$ cat src/rtl/lcd_frame_pkg.sv
package lcd_frame_pkg;

   typedef logic [3:0] mult_t;

   localparam mult_t MULT_DEFAULT = 4'd4;

   // Ratio multiple of the base step for a rate code; unlisted codes fall back
   function automatic mult_t rate_mult(input logic [2:0] code);
      mult_t m;
      case (code)
         3'b110:  m = 4'd8;
         3'b111:  m = 4'd6;
         3'b000:  m = 4'd4;
         3'b001:  m = 4'd3;
         3'b010:  m = 4'd2;
         default: m = MULT_DEFAULT;
      endcase
      return m;
   endfunction

   // Number of leading pins given to general-purpose use
   function automatic logic [2:0] gpo_count(input logic [2:0] sel);
      logic [2:0] n;
      case (sel)
         3'b001:  n = 3'd1;
         3'b010:  n = 3'd2;
         3'b011:  n = 3'd3;
         3'b100:  n = 3'd4;
         default: n = 3'd0;
      endcase
      return n;
   endfunction

endpackage

$ cat src/rtl/lcd_rate_decode.sv
module lcd_rate_decode
   import lcd_frame_pkg::*;
(
   input  logic [2:0] rate_code,
   input  logic       compact_fmt,
   output mult_t      mult
);

   always_comb begin
      if (compact_fmt) mult = MULT_DEFAULT;
      else             mult = rate_mult(rate_code);
   end

endmodule

$ cat src/rtl/lcd_frame_div.sv
module lcd_frame_div
   import lcd_frame_pkg::*;
#(
   parameter int UNIT = 96
) (
   input  logic  clk,
   input  logic  rst,
   input  mult_t mult,
   output logic  frame_tick
);

   localparam int MAX_LIM = 8 * UNIT;
   localparam int CNT_W   = $clog2(MAX_LIM + 1);

   generate
      if (UNIT < 1) begin : g_bad_unit
         $error("lcd_frame_div: UNIT must be at least 1");
      end
   endgenerate

   logic [CNT_W-1:0] cnt;
   logic [CNT_W-1:0] lim;
   mult_t            mult_d;
   logic             restart;

   assign lim     = CNT_W'(int'(mult) * UNIT);
   assign restart = (mult != mult_d);

   always_ff @(posedge clk) begin
      if (rst) begin
         cnt        <= '0;
         mult_d     <= MULT_DEFAULT;
         frame_tick <= 1'b0;
      end else begin
         mult_d <= mult;
         if (restart) begin
            cnt        <= '0;
            frame_tick <= 1'b0;
         end else if (cnt == lim - CNT_W'(1)) begin
            cnt        <= '0;
            frame_tick <= 1'b1;
         end else begin
            cnt        <= cnt + CNT_W'(1);
            frame_tick <= 1'b0;
         end
      end
   end

   // strobe lasts a single clock
   a_r4_tick_single: assert property (@(posedge clk) disable iff (rst)
      frame_tick |=> !frame_tick);

   // with a settled ratio the count stays below its limit
   a_r2_cnt_in_range: assert property (@(posedge clk) disable iff (rst)
      (mult == mult_d) |-> (cnt < lim));

   // a ratio change clears the count on the next clock
   a_r5_restart: assert property (@(posedge clk) disable iff (rst)
      (mult != mult_d) |=> (cnt == '0 && !frame_tick));

endmodule

$ cat src/rtl/lcd_pin_router.sv
module lcd_pin_router
   import lcd_frame_pkg::*;
#(
   parameter int PINS = 4
) (
   input  logic              clk,
   input  logic              rst,
   input  logic [2:0]        pin_sel,
   input  logic              compact_fmt,
   input  logic              half_eff,
   input  logic [2*PINS-1:0] disp_bits,
   output logic [PINS-1:0]   pin_gpo,
   output logic [PINS-1:0]   pin_level
);

   generate
      if (PINS < 1 || PINS > 4) begin : g_bad_pins
         $error("lcd_pin_router: PINS must be between 1 and 4");
      end
   endgenerate

   logic [2:0]      n_gpo;
   logic [PINS-1:0] nxt_gpo;
   logic [PINS-1:0] nxt_lvl;

   assign n_gpo = compact_fmt ? 3'd0 : gpo_count(pin_sel);

   genvar i;
   generate
      for (i = 0; i < PINS; i++) begin : g_pin
         logic src;
         assign src        = half_eff ? disp_bits[2*i] : disp_bits[i];
         assign nxt_gpo[i] = (n_gpo > 3'(i));
         assign nxt_lvl[i] = nxt_gpo[i] & src;
      end
   endgenerate

   always_ff @(posedge clk) begin
      if (rst) begin
         pin_gpo   <= '0;
         pin_level <= '0;
      end else begin
         pin_gpo   <= nxt_gpo;
         pin_level <= nxt_lvl;
      end
   end

   // segment pins never show a level
   a_r9_seg_quiet: assert property (@(posedge clk) disable iff (rst)
      (pin_level & ~pin_gpo) == '0);

   // general-purpose pins always form a leading run
   a_r7_thermo: assert property (@(posedge clk) disable iff (rst)
      (pin_gpo & (pin_gpo + PINS'(1))) == '0);

   // override forces segment drive
   a_r10_all_seg: assert property (@(posedge clk) disable iff (rst)
      compact_fmt |=> (pin_gpo == '0));

   // unlisted codes keep every pin on segment drive
   a_r8_unlisted: assert property (@(posedge clk) disable iff (rst)
      (pin_sel inside {3'b101, 3'b110, 3'b111}) |=> (pin_gpo == '0));

endmodule

$ cat src/rtl/lcd_frame_ctrl.sv
module lcd_frame_ctrl
   import lcd_frame_pkg::*;
#(
   parameter int UNIT = 96,
   parameter int PINS = 4
) (
   input  logic              clk,
   input  logic              rst,
   input  logic [2:0]        rate_code,
   input  logic              duty_sel,
   input  logic [2:0]        pin_sel,
   input  logic              compact_fmt,
   input  logic [2*PINS-1:0] disp_bits,
   output logic              frame_tick,
   output logic              com2_drive,
   output logic [PINS-1:0]   pin_gpo,
   output logic [PINS-1:0]   pin_level
);

   mult_t mult_nxt;
   mult_t mult_q;
   logic  half_eff;

   assign half_eff = compact_fmt | duty_sel;

   lcd_rate_decode u_decode (
      .rate_code   (rate_code),
      .compact_fmt (compact_fmt),
      .mult        (mult_nxt)
   );

   always_ff @(posedge clk) begin
      if (rst) begin
         mult_q     <= MULT_DEFAULT;
         com2_drive <= 1'b0;
      end else begin
         mult_q     <= mult_nxt;
         com2_drive <= half_eff;
      end
   end

   lcd_frame_div #(.UNIT(UNIT)) u_div (
      .clk        (clk),
      .rst        (rst),
      .mult       (mult_q),
      .frame_tick (frame_tick)
   );

   lcd_pin_router #(.PINS(PINS)) u_pins (
      .clk         (clk),
      .rst         (rst),
      .pin_sel     (pin_sel),
      .compact_fmt (compact_fmt),
      .half_eff    (half_eff),
      .disp_bits   (disp_bits),
      .pin_gpo     (pin_gpo),
      .pin_level   (pin_level)
   );

   // override forces half duty and the middle ratio
   a_r10_force_half: assert property (@(posedge clk) disable iff (rst)
      compact_fmt |=> com2_drive);

   a_r10_force_rate: assert property (@(posedge clk) disable iff (rst)
      compact_fmt |=> (mult_q == MULT_DEFAULT));

   // static drive keeps the second common line idle
   a_r6_static_idle: assert property (@(posedge clk) disable iff (rst)
      (!compact_fmt && !duty_sel) |=> !com2_drive);

   // unlisted rate codes fall back to the middle ratio
   a_r3_unlisted: assert property (@(posedge clk) disable iff (rst)
      (!compact_fmt && (rate_code inside {3'b011, 3'b100, 3'b101}))
      |=> (mult_q == MULT_DEFAULT));

endmodule

$ cat config.mk
export PLATFORM = sky130hd
export DESIGN_NAME = lcd_frame_ctrl
export DESIGN_NICKNAME = d
export VERILOG_FILES = /design/src/rtl/lcd_frame_pkg.sv /design/src/rtl/lcd_rate_decode.sv /design/src/rtl/lcd_frame_div.sv /design/src/rtl/lcd_pin_router.sv /design/src/rtl/lcd_frame_ctrl.sv
export SDC_FILE = /design/constraint.sdc
export NUM_CORES = 1
export LEC_CHECK = 0
export ABC_CLOCK_PERIOD_IN_PS = 3700
export BUFFER_PORTS_ARGS = -buffer_cell sky130_fd_sc_hd__buf_2
export CORE_UTILIZATION = 57
export DETAILED_ROUTE_END_ITERATION = 8
export GPL_TIMING_DRIVEN = 1
export PLACE_DENSITY = 0.81
export SYNTH_ARGS = -nofsm -noshare
export SYNTH_HDL_FRONTEND = slang
export SYNTH_SLANG_ARGS = --single-unit
$ cat constraint.sdc
create_clock -name clk -period 3.7 [get_ports clk]
set_input_delay 0.555 -clock clk [delete_from_list [all_inputs] [get_ports clk]]
set_output_delay 0.555 -clock clk [all_outputs]
set_load 0.005 [all_outputs]
==> flow_results.xml, run 1 <==
<?xml version="1.0" encoding="UTF-8"?>
<metrics>
  <group name="timing">
    <metric name="achievable-frequency" unit="MHz">428</metric>
    <metric name="relSlewSlack" unit="">0.687</metric>
    <metric name="finalSetupViolations" unit="">0</metric>
    <metric name="final_max_slew_viol_count" unit="">0</metric>
    <metric name="setup_tns" unit="ns">0</metric>
    <metric name="fin_crit_sh" unit="">0.632</metric>
    <metric name="grt_setup_unrepaired" unit="">no</metric>
    <metric name="timing_hold_violations_final" unit="">0</metric>
    <metric name="finalWorstSetupSlack" unit="ns">1.36</metric>
    <metric name="final.hold.worst_slack" unit="ns">0.420</metric>
    <metric name="final_period_minus_worst_setup_slack" unit="ns">2.34</metric>
    <metric name="tightest_slew" unit="ns">0.469</metric>
    <metric name="fin_worst_skew" unit="ns">0.00707</metric>
  </group>
  <group name="setup_path">
    <metric name="crit_path_top_delay_cell" unit="">sky130_fd_sc_hd__xnor3_2</metric>
    <metric name="crit_type" unit="">reg2reg</metric>
    <metric name="critical-path-top-delay-family" unit="">XOR/XNOR gates</metric>
    <metric name="worstPathMaxFanout" unit="">9</metric>
    <metric name="timing.critical_path.cells" unit="">ha_1, fa_1, xor2_2, nor3b_2, xnor3_2, a211oi_2</metric>
    <metric name="arrival" unit="ns">2.59</metric>
    <metric name="critical_path_required" unit="ns">3.95</metric>
    <metric name="setup.worst_path.end_class" unit="">flip-flop</metric>
    <metric name="r2r.worst_path.cells" unit="">6</metric>
    <metric name="path_depth" unit="">6</metric>
    <metric name="setup.worst_path.start_class" unit="">flip-flop</metric>
    <metric name="crit_buf_inv" unit="">0</metric>
    <metric name="slowest_delay" unit="ns">0.49</metric>
  </group>
  <group name="drt">
    <metric name="drc_errors" unit="">0</metric>
    <metric name="vias" unit="">985</metric>
    <metric name="postRouteWirelength" unit="mm">2.17</metric>
    <metric name="routed_wire_length_per_instance" unit="um">11.7</metric>
    <metric name="ant_nets" unit="">0</metric>
    <metric name="first_pass_iters" unit="">4</metric>
    <metric name="drtIter0Drc" unit="">11</metric>
    <metric name="route.detailed.vias_per_inst" unit="">5.32</metric>
  </group>
  <group name="synthesis">
    <metric name="ys_async_sr_fraction" unit="">0</metric>
    <metric name="yosysSeqAreaShare" unit="">0.425</metric>
    <metric name="yosysWarnings" unit="">0</metric>
    <metric name="netlist_area" unit="sq mm">0.00132</metric>
    <metric name="syn_avg_cell_area" unit="sq um">10.1</metric>
    <metric name="post-synth-top-area-cell" unit="">sky130_fd_sc_hd__dfxtp_1</metric>
    <metric name="synth_enable_flop_cells" unit="">0</metric>
    <metric name="synth.top_cell.area_share" unit="">0.425</metric>
    <metric name="yosys_register_bits" unit="">28</metric>
    <metric name="yosys_most_used_dff" unit="">sky130_fd_sc_hd__dfxtp_1</metric>
    <metric name="post_synthesis_net_count" unit="">155</metric>
    <metric name="cells_after_synthesis" unit="">131</metric>
    <metric name="synth.top_cells.by_area" unit="">sky130_fd_sc_hd__dfxtp_1, sky130_fd_sc_hd__xnor2_1, sky130_fd_sc_hd__a211oi_2, sky130_fd_sc_hd__ha_1, sky130_fd_sc_hd__xor2_1</metric>
    <metric name="synth.distinct_cells" unit="">34</metric>
  </group>
  <group name="placed_design">
    <metric name="finalWeightedCongestion" unit="">0.739</metric>
    <metric name="detailed_place_hpwl" unit="mm">1.76</metric>
    <metric name="place_worst_setup_slack" unit="ns">1.36</metric>
    <metric name="io_buffer_count" unit="">25</metric>
    <metric name="placed_cells" unit="">181</metric>
  </group>
  <group name="cells_and_area">
    <metric name="final_layout_size_suffix_gt1_frac" unit="">0.274</metric>
    <metric name="antenna-diode-count" unit="">0</metric>
    <metric name="layout.cells.most_common_list" unit="">sky130_fd_sc_hd__dfxtp_1, sky130_fd_sc_hd__buf_2, sky130_fd_sc_hd__nor2_1, sky130_fd_sc_hd__xnor2_1</metric>
    <metric name="stdcell_count" unit="">185</metric>
    <metric name="syn_to_layout_area_delta" unit="%">14.6</metric>
    <metric name="n_fill_cell" unit="">159</metric>
    <metric name="nets" unit="">182</metric>
    <metric name="layout_commonest_cell" unit="">sky130_fd_sc_hd__dfxtp_1</metric>
  </group>
  <group name="clock_network">
    <metric name="clock_path_buffers" unit="">2</metric>
    <metric name="cts-buffers-inserted" unit="">3</metric>
    <metric name="cts_setup_buffers" unit="">0</metric>
    <metric name="clk_latency" unit="ns">0.32</metric>
    <metric name="cts.reportedPaths.clkPinSlew" unit="ns">0.15</metric>
    <metric name="cts_stage_hold_buffer_count" unit="">0</metric>
    <metric name="clock-sinks" unit="">28</metric>
    <metric name="post_cts_resize_count" unit="">0</metric>
    <metric name="cts_root_buffer" unit="">sky130_fd_sc_hd__clkbuf_4</metric>
    <metric name="cts_tree" unit="">done</metric>
    <metric name="ctsHtreeMaxLevel" unit="">1</metric>
  </group>
  <group name="power_and_ir_drop">
    <metric name="power.static_leakage" unit="uW">0.000621</metric>
    <metric name="p_per_area" unit="mW/mm^2">381</metric>
    <metric name="vdd_ir_max" unit="V">0.000342</metric>
  </group>
  <group name="job">
    <metric name="drv.max_cap_violation_count" unit="">0</metric>
  </group>
  <group name="run_status">
    <metric name="result_of_the_run" unit="">completed</metric>
  </group>
  <group name="floorplan">
    <metric name="placementRows" unit="">17</metric>
    <metric name="core_region_area" unit="sq mm">0.00219</metric>
    <metric name="initial_utilization" unit="">0.602</metric>
    <metric name="io_pins" unit="">28</metric>
    <metric name="die_area" unit="sq mm">0.00251</metric>
    <metric name="fp.dieH" unit="um">50.1</metric>
    <metric name="die-width" unit="um">50.1</metric>
  </group>
  <group name="min_path">
    <metric name="hold_path.class" unit="">in2reg</metric>
    <metric name="hold_depth" unit="">2</metric>
  </group>
  <group name="global_route">
    <metric name="grt.total_usage" unit="">0.206</metric>
    <metric name="global_route.overflow_total" unit="">0</metric>
    <metric name="first_global_vias" unit="">992</metric>
    <metric name="wire_length_of_the_first_global_routing_pass" unit="mm">3.97</metric>
    <metric name="grt_start_max_net_pins" unit="">17</metric>
    <metric name="grt_antenna_before_repair" unit="">0</metric>
  </group>
</metrics>
kinds of logic after synthesis:
| group | after synthesis | share of synthesized area |
|---|---|---|
| compound gates | 19 | 0.120 |
| buf+inv | 7 | 0.0266 |
| simple gates | 49 | 0.192 |
| flops | 28 | 0.425 |
| fa+ha+maj | 6 | 0.0626 |
| xor+xnor | 21 | 0.167 |
| mux | 1 | 0.00759 |
worst register-to-register path, cell delays in order, from the launching register on:
cell and delay, ns:
sky130_fd_sc_hd__dfxtp_1 0.42, sky130_fd_sc_hd__ha_1 0.27, sky130_fd_sc_hd__fa_1 0.42, sky130_fd_sc_hd__xor2_2 0.21
sky130_fd_sc_hd__nor3b_2 0.23, sky130_fd_sc_hd__xnor3_2 0.49, sky130_fd_sc_hd__a211oi_2 0.23
flip-flops by register name (all words and copies together), names as in the netlist:
signal            flops
com2_drive            1
mult_q                4
u_div.cnt            10
u_div.mult_d          4
u_div.frame_tick      1
u_pins.pin_level      4
u_pins.pin_gpo        4
layout make-up:
| type | count | area, sq um | share of cell area |
|---|---|---|---|
| repair buffers | 25 | 125 | 0.0828 |
| clock buffers | 3 | 22.5 | 0.0149 |
| well taps | 28 | 35.0 | 0.0232 |
| clock inverters | 1 | 30.0 | 0.0199 |
| flip-flops and latches | 28 | 561 | 0.371 |
| inverters | 4 | 15.0 | 0.00993 |
| multi-input cells | 96 | 723 | 0.478 |
final timing paths:
kind / end / slack, ns / from
worst max-delay path: u_div.cnt[9]$_SDFF_PP0_ / 1.36 / mult_q[0]$_SDFF_PP0_
worst min-delay path: u_pins.pin_level[0]$_SDFF_PP0_ / 0.42 / disp_bits[0]
worst max register to register: u_div.cnt[9]$_SDFF_PP0_ / 1.36 / mult_q[0]$_SDFF_PP0_
worst min register to register: u_div.cnt[0]$_SDFF_PP0_ / 0.50 / u_div.cnt[0]$_SDFF_PP0_
metal layers:
metal / part of all wire / track usage / routed length [um]
met5: 0 / 0 / 0
met2: 0.53 / 0.396 / 1160
met4: 0.013 / 0.0714 / 29
met1: 0.41 / 0.226 / 889
met3: 0.043 / 0.0216 / 93
Yosys cell counts (2+ instances only):
cell                       instances
sky130_fd_sc_hd__nand3_1           5
sky130_fd_sc_hd__nor3_1            6
sky130_fd_sc_hd__nand2_1           7
sky130_fd_sc_hd__o21ai_0           3
sky130_fd_sc_hd__a211oi_2          7
sky130_fd_sc_hd__nand2b_1          2
sky130_fd_sc_hd__inv_1             4
sky130_fd_sc_hd__xor2_1            7
sky130_fd_sc_hd__nor2_1           15
sky130_fd_sc_hd__a21oi_1           5
sky130_fd_sc_hd__ha_1              5
sky130_fd_sc_hd__nor2b_1           3
sky130_fd_sc_hd__xnor2_1          11
sky130_fd_sc_hd__or2_2             3
sky130_fd_sc_hd__a21boi_0          2
sky130_fd_sc_hd__dfxtp_1          28
metrics by stage:
step,instance area [sq um],power (uW),util
floorplan,1320,365,-
CTS,1510,581,0.690
finish,1510,576,0.690
detailed placement,1460,388,0.666
global route,1510,598,0.690
global placement,1460,384,0.666
report_power, final:
| group | switching, uW | total [uW] | internal, uW |
|---|---|---|---|
| registers | 6.12 | 316 | 310 |
| logic | 34.7 | 64.9 | 30.1 |
| clock network | 85.9 | 195 | 110 |
| total | 127 | 576 | 449 |
Note: power is estimated with default switching activity, not from simulation.
==> inputs of run 2 (changes only) <==
- ABC_CLOCK_PERIOD_IN_PS: 3700 -> 2200
- CORE_UTILIZATION: 57 -> 53
- PLACE_DENSITY: 0.81 -> 0.76
- clock period: 3.7 -> 2.2 ns (I/O delays scaled with it)
==> flow_results.xml, run 2 (synthesized netlist as in run 1, its figures left out) <==
<?xml version="1.0" encoding="UTF-8"?>
<metrics>
  <group name="run_status">
    <metric name="result_of_the_run" unit="">completed</metric>
  </group>
  <group name="clock_network">
    <metric name="clock-sinks" unit="">28</metric>
    <metric name="cts_setup_buffers" unit="">0</metric>
    <metric name="cts_tree" unit="">done</metric>
    <metric name="ctsHtreeMaxLevel" unit="">1</metric>
    <metric name="post_cts_resize_count" unit="">0</metric>
    <metric name="clock_path_buffers" unit="">2</metric>
    <metric name="cts_root_buffer" unit="">sky130_fd_sc_hd__clkbuf_4</metric>
    <metric name="cts_stage_hold_buffer_count" unit="">0</metric>
    <metric name="cts.reportedPaths.clkPinSlew" unit="ns">0.14</metric>
    <metric name="clk_latency" unit="ns">0.32</metric>
    <metric name="cts-buffers-inserted" unit="">3</metric>
  </group>
  <group name="drt">
    <metric name="postRouteWirelength" unit="mm">2.08</metric>
    <metric name="drc_errors" unit="">0</metric>
    <metric name="ant_nets" unit="">0</metric>
    <metric name="route.top_layer_used" unit="">met4</metric>
    <metric name="routed_wire_length_per_instance" unit="um">11.1</metric>
    <metric name="first_pass_iters" unit="">4</metric>
    <metric name="met3WireLength" unit="um">91</metric>
    <metric name="vias" unit="">959</metric>
    <metric name="drtIter0Drc" unit="">18</metric>
    <metric name="wl_met2" unit="mm">1.00</metric>
    <metric name="wl_met1" unit="um">973</metric>
    <metric name="route.detailed.vias_per_inst" unit="">5.10</metric>
  </group>
  <group name="placed_design">
    <metric name="io_buffer_count" unit="">25</metric>
    <metric name="place_worst_setup_slack" unit="ns">0.0304</metric>
    <metric name="detailed_place_hpwl" unit="mm">1.62</metric>
    <metric name="placed_cells" unit="">184</metric>
    <metric name="finalWeightedCongestion" unit="">0.766</metric>
  </group>
  <group name="setup_path">
    <metric name="setup.worst_path.start_class" unit="">flip-flop</metric>
    <metric name="worstPathMaxFanout" unit="">9</metric>
    <metric name="arrival" unit="ns">2.30</metric>
    <metric name="critical_path_required" unit="ns">2.44</metric>
    <metric name="crit_type" unit="">reg2reg</metric>
    <metric name="rrSetupSlack" unit="ns">0.14</metric>
    <metric name="setup.worst_path.end_class" unit="">flip-flop</metric>
  </group>
  <group name="timing">
    <metric name="relSlewSlack" unit="">0.701</metric>
    <metric name="achievable-frequency" unit="MHz">485</metric>
    <metric name="tightest_slew" unit="ns">0.448</metric>
    <metric name="fin_crit_sh" unit="">0.937</metric>
    <metric name="finalWorstSetupSlack" unit="ns">0.139</metric>
    <metric name="finalSetupViolations" unit="">0</metric>
    <metric name="final_max_slew_viol_count" unit="">0</metric>
    <metric name="setup_tns" unit="ns">0</metric>
    <metric name="timing_hold_violations_final" unit="">0</metric>
    <metric name="final_period_minus_worst_setup_slack" unit="ns">2.06</metric>
    <metric name="grt_setup_unrepaired" unit="">no</metric>
    <metric name="fin_worst_skew" unit="ns">0.00758</metric>
  </group>
  <group name="cells_and_area">
    <metric name="max_flop_register" unit="">u_div.cnt</metric>
    <metric name="final_util" unit="">0.667</metric>
    <metric name="layout.cells.most_common_list" unit="">sky130_fd_sc_hd__dfxtp_1, sky130_fd_sc_hd__buf_2, sky130_fd_sc_hd__nor2_1, sky130_fd_sc_hd__xnor2_1</metric>
    <metric name="syn_to_layout_area_delta" unit="%">15.1</metric>
    <metric name="final_layout_size_suffix_gt1_frac" unit="">0.288</metric>
    <metric name="antenna-diode-count" unit="">0</metric>
    <metric name="n_fill_cell" unit="">183</metric>
    <metric name="stdcell_count" unit="">188</metric>
    <metric name="nets" unit="">185</metric>
    <metric name="layout_commonest_cell" unit="">sky130_fd_sc_hd__dfxtp_1</metric>
    <metric name="largest_register_ffs" unit="">10</metric>
  </group>
  <group name="power_and_ir_drop">
    <metric name="p_int" unit="uW">675</metric>
    <metric name="combinationalPowerShare" unit="">0.127</metric>
    <metric name="p_per_area" unit="mW/mm^2">582</metric>
    <metric name="netSwitchingPower" unit="uW">207</metric>
    <metric name="p_clk_frac" unit="">0.273</metric>
    <metric name="power.static_leakage" unit="uW">0.000637</metric>
    <metric name="power_switching_share" unit="">0.235</metric>
    <metric name="vdd_ir_max" unit="V">0.000472</metric>
    <metric name="share_seq_of_total_power" unit="">0.600</metric>
    <metric name="design_power_total" unit="uW">883</metric>
  </group>
  <group name="floorplan">
    <metric name="fp.dieH" unit="um">51.9</metric>
    <metric name="placementRows" unit="">17</metric>
    <metric name="initial_utilization" unit="">0.579</metric>
    <metric name="core_region_area" unit="sq mm">0.00228</metric>
    <metric name="die_area" unit="sq mm">0.00269</metric>
    <metric name="io_pins" unit="">28</metric>
    <metric name="die-width" unit="um">51.9</metric>
  </group>
  <group name="global_route">
    <metric name="grt.total_usage" unit="">0.181</metric>
    <metric name="global_route.overflow_total" unit="">0</metric>
    <metric name="wire_length_of_the_first_global_routing_pass" unit="mm">3.63</metric>
    <metric name="grt_antenna_before_repair" unit="">0</metric>
    <metric name="first_global_vias" unit="">901</metric>
    <metric name="grt_start_max_net_pins" unit="">16</metric>
  </group>
  <group name="job">
    <metric name="drv.max_cap_violation_count" unit="">0</metric>
  </group>
  <group name="min_path">
    <metric name="hold_path.class" unit="">in2reg</metric>
  </group>
</metrics>
run 2: final cells by class:
class / count / area (sq um) / area share
Sequential cell: 28 / 561 / 0.369
Tap cell: 28 / 35.0 / 0.0231
Inverter: 4 / 15.0 / 0.00989
Clock buffer: 4 / 36.3 / 0.0239
Multi-Input combinational cell: 96 / 723 / 0.477
Timing Repair Buffer: 28 / 148 / 0.0973
run 2: worst paths after layout:
kind                                 from                             end  cells after the start
setup reg to reg     mult_q[0]$_SDFF_PP0_     u_div.frame_tick$_SDFF_PP0_                      6
setup / recovery     mult_q[0]$_SDFF_PP0_     u_div.frame_tick$_SDFF_PP0_                      6
hold reg to reg   u_div.cnt[0]$_SDFF_PP0_         u_div.cnt[0]$_SDFF_PP0_                      1
hold / removal               disp_bits[0]  u_pins.pin_level[0]$_SDFF_PP0_                      2
run 2: routing by layer:
layer	global-route usage	vias up
met5	0	-
met4	0.0541	0
met3	0.0409	2
met2	0.327	28
met1	0.211	426
li1	-	503
run 2: power groups by stage:
stage                     logic (uW)  registers [uW]  clock network, uW
after floorplan                 72.7             541                  0
after global placement           109             540                  0
after detailed placement         112             540                  0
after CTS                        113             530                251
after global routing             125             532                270
final                            112             529                241
run 2: metrics by stage:
step	hold slack [ns]	area (sq um)
floorplan	0.397	1320
global placement	0.466	1480
detailed placement	0.479	1480
CTS	0.201	1520
global route	0.205	1520
finish	0.203	1520
run 2: worst max-delay path, cell delays in order (launching register included):
cell                      delay (ns)
sky130_fd_sc_hd__dfxtp_1        0.34
sky130_fd_sc_hd__ha_1           0.22
sky130_fd_sc_hd__fa_1           0.42
sky130_fd_sc_hd__xor2_2         0.21
sky130_fd_sc_hd__nor3b_2        0.19
sky130_fd_sc_hd__xnor3_2        0.40
sky130_fd_sc_hd__and3b_1        0.21
